[src/rtl/fhd_pkg.sv]
package fhd_pkg;

  localparam int DW = 16;

  // register selects (word address bits 3:1)
  localparam logic [2:0] SEL_LA = 3'd0;
  localparam logic [2:0] SEL_DA = 3'd1;
  localparam logic [2:0] SEL_ER = 3'd2;
  localparam logic [2:0] SEL_CS = 3'd3;
  localparam logic [2:0] SEL_WC = 3'd4;
  localparam logic [2:0] SEL_CA = 3'd5;
  localparam logic [2:0] SEL_MN = 3'd6;
  localparam logic [2:0] SEL_DB = 3'd7;
  localparam int NUM_SEL = 8;

  // command/status bit positions
  localparam int CS_INH  = 9;
  localparam int CS_ABT  = 8;
  localparam int CS_DONE = 7;
  localparam int CS_IE   = 6;
  localparam int CS_MNT  = 3;
  localparam int CS_GO   = 0;
  localparam int NERR    = 5;   // status bits 14..10
  localparam int ERRF_NED = 1;  // index of bit 11 inside the 5-bit error field

  localparam int ER_OVFL = 5;   // overflow bit in error-status register
  localparam int MN_LSB  = 6;   // lowest kept bit of maintenance register

  function automatic logic [DW-1:0] byte_merge(input logic [DW-1:0] cur,
                                               input logic [DW-1:0] wd,
                                               input logic          byte_en,
                                               input logic          hi);
    logic [DW-1:0] r;
    if (!byte_en)  r = wd;
    else if (hi)   r = {wd[7:0], cur[7:0]};
    else           r = {cur[15:8], wd[7:0]};
    return r;
  endfunction

endpackage

[src/rtl/fhd_ctl.sv]
module fhd_ctl
  import fhd_pkg::*;
(
  input  logic            clk,
  input  logic            rst_n,
  input  logic            cs_wr,
  input  logic [DW-1:0]   cs_wd,
  input  logic            ned_clr,
  input  logic            ned_set,
  input  logic            cmp_valid,
  input  logic [NERR-1:0] cmp_err,
  input  logic [1:0]      cmp_mex,
  input  logic            er_any,
  output logic [DW-1:0]   cs_rd,
  output logic            go_take,
  output logic            done,
  output logic            ned,
  output logic            inh,
  output logic [1:0]      mex,
  output logic [1:0]      func,
  output logic            start,
  output logic            abort,
  output logic            irq
);

  logic [NERR-1:0] err_q, err_n;
  logic            inh_q, inh_n;
  logic            done_q, done_n;
  logic            ie_q, ie_n;
  logic [1:0]      mex_q, mex_n;
  logic            mnt_q, mnt_n;
  logic [1:0]      func_q, func_n;
  logic            start_q, start_n;
  logic            abort_q, abort_n;
  logic            irq_q, irq_n;

  logic unused_cs_bits;
  assign unused_cs_bits = ^{cs_wd[15:10], cs_wd[CS_DONE]};

  // next state: completion first, then the bus write on top of it
  always_comb begin
    err_n   = err_q;
    inh_n   = inh_q;
    done_n  = done_q;
    ie_n    = ie_q;
    mex_n   = mex_q;
    mnt_n   = mnt_q;
    func_n  = func_q;
    irq_n   = irq_q;
    start_n = 1'b0;
    abort_n = 1'b0;
    go_take = 1'b0;

    if (cmp_valid) begin
      if (ie_q && !done_q) irq_n = 1'b1;
      done_n = 1'b1;
      err_n  = err_n | cmp_err;
      mex_n  = cmp_mex;
    end

    if (ned_clr) err_n[ERRF_NED] = 1'b0;
    if (ned_set) err_n[ERRF_NED] = 1'b1;

    if (cs_wr) begin
      if (cs_wd[CS_ABT]) begin
        if (ie_q && !done_n) irq_n = 1'b1;
        done_n  = 1'b1;
        abort_n = 1'b1;
      end
      if (!cs_wd[CS_IE])           irq_n = 1'b0;
      else if (done_n && !ie_q)    irq_n = 1'b1;
      inh_n  = cs_wd[CS_INH];
      ie_n   = cs_wd[CS_IE];
      mex_n  = cs_wd[5:4];
      mnt_n  = cs_wd[CS_MNT];
      func_n = cs_wd[2:1];
      if (done_n && cs_wd[CS_GO]) begin
        go_take = 1'b1;
        err_n   = '0;
        done_n  = 1'b0;
        irq_n   = 1'b0;
        start_n = 1'b1;
      end
    end
  end

  always_ff @(posedge clk or negedge rst_n) begin
    if (!rst_n) begin
      err_q   <= '0;
      inh_q   <= 1'b0;
      done_q  <= 1'b1;
      ie_q    <= 1'b0;
      mex_q   <= '0;
      mnt_q   <= 1'b0;
      func_q  <= '0;
      start_q <= 1'b0;
      abort_q <= 1'b0;
      irq_q   <= 1'b0;
    end else begin
      err_q   <= err_n;
      inh_q   <= inh_n;
      done_q  <= done_n;
      ie_q    <= ie_n;
      mex_q   <= mex_n;
      mnt_q   <= mnt_n;
      func_q  <= func_n;
      start_q <= start_n;
      abort_q <= abort_n;
      irq_q   <= irq_n;
    end
  end

  assign cs_rd = {(err_q != '0) || er_any, err_q, inh_q, 1'b0, done_q, ie_q,
                  mex_q, mnt_q, func_q, 1'b0};
  assign done  = done_q;
  assign ned   = err_q[ERRF_NED];
  assign inh   = inh_q;
  assign mex   = mex_q;
  assign func  = func_q;
  assign start = start_q;
  assign abort = abort_q;
  assign irq   = irq_q;

  AST_START_CLEARS_DONE: assert property (@(posedge clk) disable iff (!rst_n)
    start_q |-> (!done_q && err_q == '0));
  AST_IRQ_NEEDS_IE: assert property (@(posedge clk) disable iff (!rst_n)
    irq_q |-> ie_q);
  AST_DONE_RISE_IRQ: assert property (@(posedge clk) disable iff (!rst_n)
    ($rose(done_q) && ie_q && $past(ie_q)) |-> irq_q);
  AST_ABORT_DONE: assert property (@(posedge clk) disable iff (!rst_n)
    (abort_q && !start_q) |-> done_q);

endmodule

[src/rtl/fhd_addr.sv]
module fhd_addr #(
  parameter int NUM_PLATTERS = 4,
  parameter int DA_W         = 13,
  parameter int ROT_W        = 6
) (
  input  logic            clk,
  input  logic            rst_n,
  input  logic            da_wr,
  input  logic [DA_W-1:0] da_wd,
  input  logic            la_rd,
  input  logic            cmp_valid,
  input  logic            cmp_la_load,
  input  logic [DA_W-1:0] cmp_da,
  output logic [DA_W-1:0] da,
  output logic [DA_W-1:0] la,
  output logic            ned_clr,
  output logic            ned_set
);

  localparam int UNIT_LSB = DA_W - 2;

  logic [DA_W-1:0] da_q, da_n;
  logic [DA_W-1:0] la_q, la_n;
  logic [1:0]      unit;
  logic            bad_unit;

  assign unit     = da_wd[DA_W-1:UNIT_LSB];
  assign bad_unit = int'(unit) >= NUM_PLATTERS;
  assign ned_clr  = da_wr;
  assign ned_set  = da_wr && bad_unit;

  always_comb begin
    da_n = da_q;
    la_n = la_q;
    if (la_rd) la_n[ROT_W-1:0] = la_q[ROT_W-1:0] + ROT_W'(1);
    if (cmp_valid) begin
      da_n = cmp_da;
      if (cmp_la_load) la_n = cmp_da;
    end
    if (da_wr) begin
      da_n = da_wd;
      if (!bad_unit) la_n = da_wd;
    end
  end

  always_ff @(posedge clk or negedge rst_n) begin
    if (!rst_n) begin
      da_q <= '0;
      la_q <= '0;
    end else begin
      da_q <= da_n;
      la_q <= la_n;
    end
  end

  assign da = da_q;
  assign la = la_q;

  AST_LA_STEP: assert property (@(posedge clk) disable iff (!rst_n)
    (la_rd && !da_wr && !(cmp_valid && cmp_la_load)) |=>
      (la_q[ROT_W-1:0] == $past(la_q[ROT_W-1:0]) + ROT_W'(1)) &&
      (la_q[DA_W-1:ROT_W] == $past(la_q[DA_W-1:ROT_W])));

endmodule

[src/rtl/fhd_data.sv]
module fhd_data
  import fhd_pkg::*;
(
  input  logic          clk,
  input  logic          rst_n,
  input  logic          wc_wr,
  input  logic          ca_wr,
  input  logic          mn_wr,
  input  logic [DW-1:0] wc_wd,
  input  logic [DW-1:0] raw_wd,
  input  logic          go_take,
  input  logic          cmp_valid,
  input  logic [DW-1:0] cmp_er,
  input  logic [DW-1:0] cmp_wc,
  input  logic [DW-1:0] cmp_ca,
  input  logic [DW-1:0] cmp_db,
  output logic [DW-1:0] wc,
  output logic [DW-1:0] ca,
  output logic [DW-1:0] mn,
  output logic [DW-1:0] db,
  output logic [DW-1:0] er
);

  logic [DW-1:0] wc_q, wc_n, ca_q, ca_n, mn_q, mn_n, db_q, db_n, er_q, er_n;

  logic unused_low;
  assign unused_low = ^{raw_wd[0], cmp_ca[0]};

  always_comb begin
    wc_n = wc_q;
    ca_n = ca_q;
    mn_n = mn_q;
    db_n = db_q;
    er_n = er_q;
    if (cmp_valid) begin
      er_n = er_q | cmp_er;
      wc_n = cmp_wc;
      ca_n = {cmp_ca[DW-1:1], 1'b0};
      db_n = cmp_db;
    end
    if (go_take) er_n = '0;
    if (wc_wr)   wc_n = wc_wd;
    if (ca_wr)   ca_n = {raw_wd[DW-1:1], 1'b0};
    if (mn_wr)   mn_n = {raw_wd[DW-1:MN_LSB], {MN_LSB{1'b0}}};
  end

  always_ff @(posedge clk or negedge rst_n) begin
    if (!rst_n) begin
      wc_q <= '0;
      ca_q <= '0;
      mn_q <= '0;
      db_q <= '0;
      er_q <= '0;
    end else begin
      wc_q <= wc_n;
      ca_q <= ca_n;
      mn_q <= mn_n;
      db_q <= db_n;
      er_q <= er_n;
    end
  end

  assign wc = wc_q;
  assign ca = ca_q;
  assign mn = mn_q;
  assign db = db_q;
  assign er = er_q;

endmodule

[src/rtl/fhd_regs.sv]
module fhd_regs
  import fhd_pkg::*;
#(
  parameter int NUM_PLATTERS = 4,
  parameter int DA_W         = 13,
  parameter int ROT_W        = 6
) (
  input  logic            clk,
  input  logic            rst_n,
  input  logic [2:0]      bus_sel,
  input  logic            bus_hi,
  input  logic            bus_byte,
  input  logic            bus_wr,
  input  logic            bus_rd,
  input  logic [15:0]     bus_wdata,
  output logic [15:0]     bus_rdata,
  output logic            eng_start,
  output logic            eng_abort,
  output logic [1:0]      eng_func,
  output logic [DA_W-1:0] eng_da,
  output logic [15:0]     eng_wc,
  output logic [15:0]     eng_ca,
  output logic [1:0]      eng_mex,
  output logic            eng_inh,
  input  logic            cmp_valid,
  input  logic [4:0]      cmp_cs_err,
  input  logic [15:0]     cmp_er,
  input  logic [DA_W-1:0] cmp_da,
  input  logic [15:0]     cmp_wc,
  input  logic [15:0]     cmp_ca,
  input  logic [1:0]      cmp_mex,
  input  logic [15:0]     cmp_db,
  output logic            irq
);

  localparam int PAD_DA = DW - DA_W;
  localparam int PAD_LA = DW - 1 - DA_W;

  logic [NUM_SEL-1:0] wr_hit;
  logic [DW-1:0]      cur_val, merged;
  logic [DW-1:0]      cs_rd, wc_q, ca_q, mn_q, db_q, er_q;
  logic [DA_W-1:0]    da_q, la_q;
  logic               go_take, ned, done, ned_clr, ned_set, la_rd;
  logic [1:0]         func;

  for (genvar g = 0; g < NUM_SEL; g++) begin : g_dec
    assign wr_hit[g] = bus_wr && (bus_sel == 3'(g));
  end

  assign la_rd = bus_rd && (bus_sel == SEL_LA);

  always_comb begin
    case (bus_sel)
      SEL_DA:  cur_val = {{PAD_DA{1'b0}}, da_q};
      SEL_CS:  cur_val = cs_rd;
      default: cur_val = wc_q;
    endcase
  end

  assign merged = byte_merge(cur_val, bus_wdata, bus_byte, bus_hi);

  fhd_ctl u_ctl (
    .clk       (clk),
    .rst_n     (rst_n),
    .cs_wr     (wr_hit[SEL_CS]),
    .cs_wd     (merged),
    .ned_clr   (ned_clr),
    .ned_set   (ned_set),
    .cmp_valid (cmp_valid),
    .cmp_err   (cmp_cs_err),
    .cmp_mex   (cmp_mex),
    .er_any    (er_q != '0),
    .cs_rd     (cs_rd),
    .go_take   (go_take),
    .done      (done),
    .ned       (ned),
    .inh       (eng_inh),
    .mex       (eng_mex),
    .func      (func),
    .start     (eng_start),
    .abort     (eng_abort),
    .irq       (irq)
  );

  fhd_addr #(
    .NUM_PLATTERS (NUM_PLATTERS),
    .DA_W         (DA_W),
    .ROT_W        (ROT_W)
  ) u_addr (
    .clk         (clk),
    .rst_n       (rst_n),
    .da_wr       (wr_hit[SEL_DA]),
    .da_wd       (merged[DA_W-1:0]),
    .la_rd       (la_rd),
    .cmp_valid   (cmp_valid),
    .cmp_la_load (func != 2'b00),
    .cmp_da      (cmp_da),
    .da          (da_q),
    .la          (la_q),
    .ned_clr     (ned_clr),
    .ned_set     (ned_set)
  );

  fhd_data u_data (
    .clk       (clk),
    .rst_n     (rst_n),
    .wc_wr     (wr_hit[SEL_WC]),
    .ca_wr     (wr_hit[SEL_CA]),
    .mn_wr     (wr_hit[SEL_MN]),
    .wc_wd     (merged),
    .raw_wd    (bus_wdata),
    .go_take   (go_take),
    .cmp_valid (cmp_valid),
    .cmp_er    (cmp_er),
    .cmp_wc    (cmp_wc),
    .cmp_ca    (cmp_ca),
    .cmp_db    (cmp_db),
    .wc        (wc_q),
    .ca        (ca_q),
    .mn        (mn_q),
    .db        (db_q),
    .er        (er_q)
  );

  always_comb begin
    case (bus_sel)
      SEL_LA:  bus_rdata = {ned || er_q[ER_OVFL], {PAD_LA{1'b0}}, la_q};
      SEL_DA:  bus_rdata = {{PAD_DA{1'b0}}, da_q};
      SEL_ER:  bus_rdata = er_q;
      SEL_CS:  bus_rdata = cs_rd;
      SEL_WC:  bus_rdata = wc_q;
      SEL_CA:  bus_rdata = ca_q;
      SEL_MN:  bus_rdata = mn_q;
      default: bus_rdata = db_q;
    endcase
  end

  assign eng_func = func;
  assign eng_da   = da_q;
  assign eng_wc   = wc_q;
  assign eng_ca   = ca_q;

  logic unused_done;
  assign unused_done = done;

  AST_NED_AFTER_DA: assert property (@(posedge clk) disable iff (!rst_n)
    ($past(wr_hit[SEL_DA]) && !$past(cmp_valid)) |->
      (ned == (int'(da_q[DA_W-1:DA_W-2]) >= NUM_PLATTERS)));
  AST_ERR_SUMMARY: assert property (@(posedge clk) disable iff (!rst_n)
    (er_q != '0) |-> cs_rd[15]);
  AST_RO_WRITE_IGNORED: assert property (@(posedge clk) disable iff (!rst_n)
    ((wr_hit[SEL_ER] || wr_hit[SEL_DB]) && !cmp_valid) |=>
      ($stable(er_q) && $stable(db_q)));

endmodule

[config.mk]
export PLATFORM = sky130hd
export DESIGN_NAME = fhd_regs
export DESIGN_NICKNAME = d
export VERILOG_FILES = /design/src/rtl/fhd_pkg.sv /design/src/rtl/fhd_ctl.sv /design/src/rtl/fhd_addr.sv /design/src/rtl/fhd_data.sv /design/src/rtl/fhd_regs.sv
export SDC_FILE = /design/constraint.sdc
export NUM_CORES = 1
export LEC_CHECK = 0
export BUFFER_PORTS_ARGS = -buffer_cell sky130_fd_sc_hd__buf_2
export CORE_MARGIN = 2
export CORE_UTILIZATION = 40
export DETAILED_ROUTE_END_ITERATION = 10
export MAX_ROUTING_LAYER = met4
export PLACE_DENSITY = 0.6
export SLEW_MARGIN = 40
export SYNTH_ARGS = -nofsm -noshare
export SYNTH_HDL_FRONTEND = slang
export SYNTH_SLANG_ARGS = --single-unit
[constraint.sdc]
create_clock -name clk -period 2.05 [get_ports clk]
set_input_delay 0.205 -clock clk [delete_from_list [all_inputs] [get_ports clk]]
set_output_delay 0.205 -clock clk [all_outputs]
set_load 0.005 [all_outputs]
# After elaboration in Yosys (flattened, before gate mapping)
# Cells that the tools add are included.
dict set report totals {
  ff_bits 116
  out_inout_bits 69
  wordCells 95
  input_bits 110
}
dict set report op_classes {
  n_reduce_logical 27
  n_mux 39
  eq_ne 7
  bitwise_logic 2
  n_addsub 1
}
# op count
set op_table {}
lappend op_table {{$mux W16} 8}
lappend op_table {{$pmux W16 S7} 1}
lappend op_table {{$mux W13} 5}
lappend op_table {{$pmux W16 S2} 1}
lappend op_table {{$mux W1} 18}
lappend op_table {{$or A16 B16 Y16} 1}
lappend op_table {{$reduce_bool A16 Y1} 1}
lappend op_table {{$mux W5} 3}
lappend op_table {{$reduce_bool A2 Y1} 7}
lappend op_table {{$logic_and A1 B1 Y1} 10}
lappend op_table {{$eq A3 B3 Y1 const B} 3}
lappend op_table {{$add A6 B1 Y6 const B} 1}
lappend op_table {{$eq A3 B2 Y1 const B} 2}
lappend op_table {{$mux W6} 1}
lappend op_table {{$ne A5 B5 Y1 const B} 1}
lappend op_table {{$or A5 B5 Y5} 1}
lappend op_table {{$reduce_bool A5 Y1} 1}
lappend op_table {{$mux W2} 2}
lappend op_table {{$reduce_and A2 Y1} 2}
lappend op_table {{$eq A3 B1 Y1 const B} 1}
lappend op_table {{$logic_not A1 Y1} 3}
lappend op_table {{$logic_not A3 Y1} 1}
lappend op_table {{$logic_or A1 B1 Y1} 2}

# Longest topological paths before layout
dict set report logic_depth {
  word_depth 12
  mapped_depth 8
}

# Hierarchy
# A second synthesis with hierarchy kept.
dict set report unflattened {
  hier_cells 693
  hier_area_um2 6796.5
}
# module instances cells_per_inst area_each_um2
set modules_own_cells {}
lappend modules_own_cells {fhd_data 1 248 3088.0}
lappend modules_own_cells {fhd_regs 1 260 1686.6}
lappend modules_own_cells {fhd_addr 1 119 1277.5}
lappend modules_own_cells {fhd_ctl 1 66 744.5}

# Least setup slack after synthesis
# Ideal clock, no wire load.
dict set report synth_path {
  path_type {reg-to-output}
  start {register u_ctl.err_q[1]}
  end {output bus_rdata[15]}
  t_required_ps 1845
  path_slack_ps 396
  arrival_time_ps 1449
  stages_incl_launch_ff 5
  path_cell_list {dfrtp_1 -> or4_1 -> or4_1 -> nand3_1 -> a31oi_1}
}
dict set report synth_between {
  elab_chain_len 3
  word_cells_on_any_way 4
}
# item line
set synth_rtl {}
lappend synth_rtl {{from (decl)} fhd_ctl.sv:26} ;# logic [NERR-1:0] err_q, err_n;
lappend synth_rtl {{from (signal assigned)} fhd_ctl.sv:100} ;# err_q <= err_n;
lappend synth_rtl {{$reduce_bool A5 Y1} fhd_ctl.sv:113} ;# assign cs_rd = {(err_q != '0) || er_any, err_q, inh_q, 1'b0, done_q, ie_q,
lappend synth_rtl {{$logic_or A1 B1 Y1} fhd_ctl.sv:113}
lappend synth_rtl {{$pmux W16 S7 *} fhd_regs.sv:126} ;# case (bus_sel)
lappend synth_rtl {{to (decl)} fhd_regs.sv:16} ;# output logic [15:0] bus_rdata,
# Every way passes the cells marked *; elsewhere a longest branch is shown, timed or not.

# Final worst setup path
dict set report layout_path {
  start {register u_data.er_q[10], in the netlist u_data.er[10]}
  end {output bus_rdata[15]}
}
dict set report layout_between {
  elab_chain_len 3
}
# item line
set layout_rtl {}
lappend layout_rtl {{from (decl)} fhd_data.sv:24} ;# logic [DW-1:0] wc_q, wc_n, ca_q, ca_n, mn_q, mn_n, db_q, db_n, er_q, er_n;
lappend layout_rtl {{from (signal assigned)} fhd_data.sv:59} ;# er_q <= er_n;
lappend layout_rtl {{$reduce_bool A16 Y1} fhd_regs.sv:72} ;# .er_any (er_q != '0),
lappend layout_rtl {{$logic_or A1 B1 Y1} fhd_ctl.sv:113}
lappend layout_rtl {{$pmux W16 S7} fhd_regs.sv:126}
# No other way between the ends.

==> results.toml <==
[detailed_routing]
dr.pass1.iters = 7
vias = 5963
ant_nets = 0
wl_per_cell_um = 20.2
wl_um = 21900
vias_per_cell = 5.50
drt_first_iter_violations = 379
drc = 0

[logic_synthesis]
yosysTopAreaCellShare = 0.446
ys_types = 55
syn_nets = 778
yosysTopAreaCell = "dfrtp_1"
synthCells = 667
netlist_top_cells_count = "dfrtp_1, nor2_1, nand2_1"
ys_ff_latch = 115
yosysMostFrequentCell = "dfrtp_1"
ys_seq_area_frac = 0.450
syn_avg_cell_area_um2 = 9.59
yosys_warnings = 0
synth-edff-count = 0
synth_area_um2 = 6400
async_flop_share = 1.00
synth_top_flop_cell = "dfrtp_1"
netlist_top_cells_area = "dfrtp_1, mux2i_1, mux2_2, a21oi_1, nor2_1"

[clock_tree]
cts_max_path_buffers = 2
htree_levels = 4
cts_sinks = 115
clock_latency_ps = 420
cts_tree = "done"
cts_made_buffers = 17
clockRootBuffer = "clkbuf_16"
clk_pin_slew_ps = 50

[worst_setup_path]
critPathKind = "reg -> out"
end_kind = "output port"
critPathLaunch = "u_data.er[10]$_DFFE_PN0P_"
crit_arrival_ps = 2040
cp_slowest_cell = "or4_1"
r2r-start = "u_addr.da[0]$_DFFE_PN0P_"
slowest_delay_ps = 480
crit_required_ps = 1850
cp_max_fo = 2
cp_common_cell = "or4_1"
crit_path_start_kind = "register"
crit_chain = "or4_1 > or4_1 > nand3_1 > a31oi_1 > buf_2"

[placed_design]
place.gp.congestion = 0.914
place_hpwl_um = 16400
numPortBuffers = 176
dp_cells = 1044

[job]
maxCapViolCount = 0

[global_routing]
grt_usage = 0.269
grt_pass1_wl_um = 33200
grt_overflow_total = 0
grt_max_degree = 44
grt_pass1_vias = 5849
antenna_found_initial = 0

[pwr]
ir_worst_vdd_mv = 0.560
power_leakage_uw = 0.00382
power_uw = 7750
p_per_area_nw_per_um2 = 922

[layout]
layout-drive-gt1-share = 0.367
final.fill_count = 1494
fin_nets = 967
syn_to_final_growth_pct = 31.3
multiInputGateArea_um2 = 3300
register_area_um2 = 2880
stdcell_count = 1085
diodes = 0
postLayoutCoreUtil = 0.533

[min_path]
holdCritStartpoint = "cmp_db[5]"
min_path_type = "in -> reg"

[floorplan]
fp.dieW_um = 130
placeableCoreArea_um2 = 15800
die_h_um = 130
dieArea_um2 = 17000
io_pins = 179
num_rows = 46
start_util = 0.406

[timing]
slew_headroom = 0.490
rsz0062_at_grt = "yes"
final_max_slew_viol_count = 0
skew_ps = 8.27
whs_ps = 16.0
hold_violations = 0
min_period_over_period = 1.09
fmax_ghz = 0.446
setup_ws_ps = -192
setup_violations = 1
min_period_ps = 2240
worst_pin_slew_ps = 757

[status]
violations = "setup timing"
outcome = "finished, violations left"
==> worst max-delay path, delay by kind of cell, from the launching register on <==
| family | cells | cell delay, ps |
|---|---|---|
| buffers and inverters | 1 | 160 |
| flip-flops | 1 | 390 |
| AND/OR/NAND/NOR | 3 | 970 |
| AO/OA/AOI/OAI | 1 | 100 |
==> power by group <==
group | total (uW) | internal (uW) | switching, uW
Sequential | 2940 | 2610 | 324
Combinational | 1580 | 771 | 805
Clock | 3230 | 2170 | 1060
Total | 7750 | 5560 | 2190
==> layout make-up <==
| cell class | count | area share |
|---|---|---|
| sequential | 115 | 0.343 |
| timing repair buffer | 225 | 0.155 |
| clock buffer | 21 | 0.0536 |
| inverter | 2 | 0.000894 |
| multi-input combinational | 495 | 0.393 |
| clock inverter | 11 | 0.0217 |
| tap | 216 | 0.0322 |
==> what timing repair did <==
item | CTS | global route
setup buffers | 6 | 2
hold buffers | 1 | 0
endpoints found under the setup margin | 3 | 4
gates resized for setup | 5 | 6
endpoints found under the hold margin | 41 | 0
pin swaps | 4 | 3
==> path summary, 6_finish.rpt <==
path | end | depth (start not counted) | slack (ps)
max | bus_rdata[15] | 5 | -190
min | u_data.db[5]$_DFFE_PN0P_ | 2 | 20
max reg2reg | u_ctl.err_q[1]$_DFF_PN0_ | 6 | 380
min reg2reg | u_data.mn[15]$_DFFE_PN0P_ | 1 | 500
max in group asynchronous | u_data.er[9]$_DFFE_PN0P_ | 3 | 1000
min in group asynchronous | u_data.wc[3]$_DFFE_PN0P_ | 2 | 360
==> stage by stage <==
step	area [um^2]	setup slack, ps	setup TNS [ps]
2_1_floorplan	6400	396	0
3_5_place_dp	7640	143	0
6_report	8400	-192	-192
4_1_cts	8360	-196	-196
3_3_place_gp	7640	173	0
5_1_grt	8400	-259	-261
==> cell families after synthesis <==
group           synth area share
simple gates               0.153
compound gates             0.165
flops                      0.450
mux                        0.177
buf+inv                   0.0454
xor+xnor                 0.00684
fa+ha+maj                0.00196
other cells             0.000586
==> sequential cells by signal (all words and copies together) (netlist names), 5 cells and up <==
register     flops
u_addr.da       13
u_addr.la       13
u_ctl.err_q      5
u_data.ca       15
u_data.db       16
u_data.er       16
u_data.mn       10
u_data.wc       16
==> metal layers <==
| layer | vias up | wire (um) | global-route usage |
|---|---|---|---|
| met5 | - | 0 | - |
| met4 | 0 | 556 | 0.0832 |
| met3 | 41 | 1750 | 0.0676 |
| met2 | 276 | 10500 | 0.420 |
| met1 | 2862 | 9190 | 0.347 |
| li1 | 2784 | - | - |
==> cell usage in the layout, fill, tap and decap left out, drive strengths merged, types with 5 or more instances in the layout <==
master  netlist  layout
buf          32     224
dfrtp       114     114
nor2         77      77
nand2        71      71
a21oi        65      65
mux2i        58      58
mux2         41      41
o21ai        40      40
clkbuf       23      21
nand3        14      14
a31oi        12      12
a211oi       11      11
nor2b        10      10
o22ai         8       8
o221ai        6       6
nand2b        5       5
xnor2         5       5
o211ai        5       5
bufinv        0       5
clkinv        0       5
o311ai        5       5
Note: power is estimated with default switching activity, not from simulation.
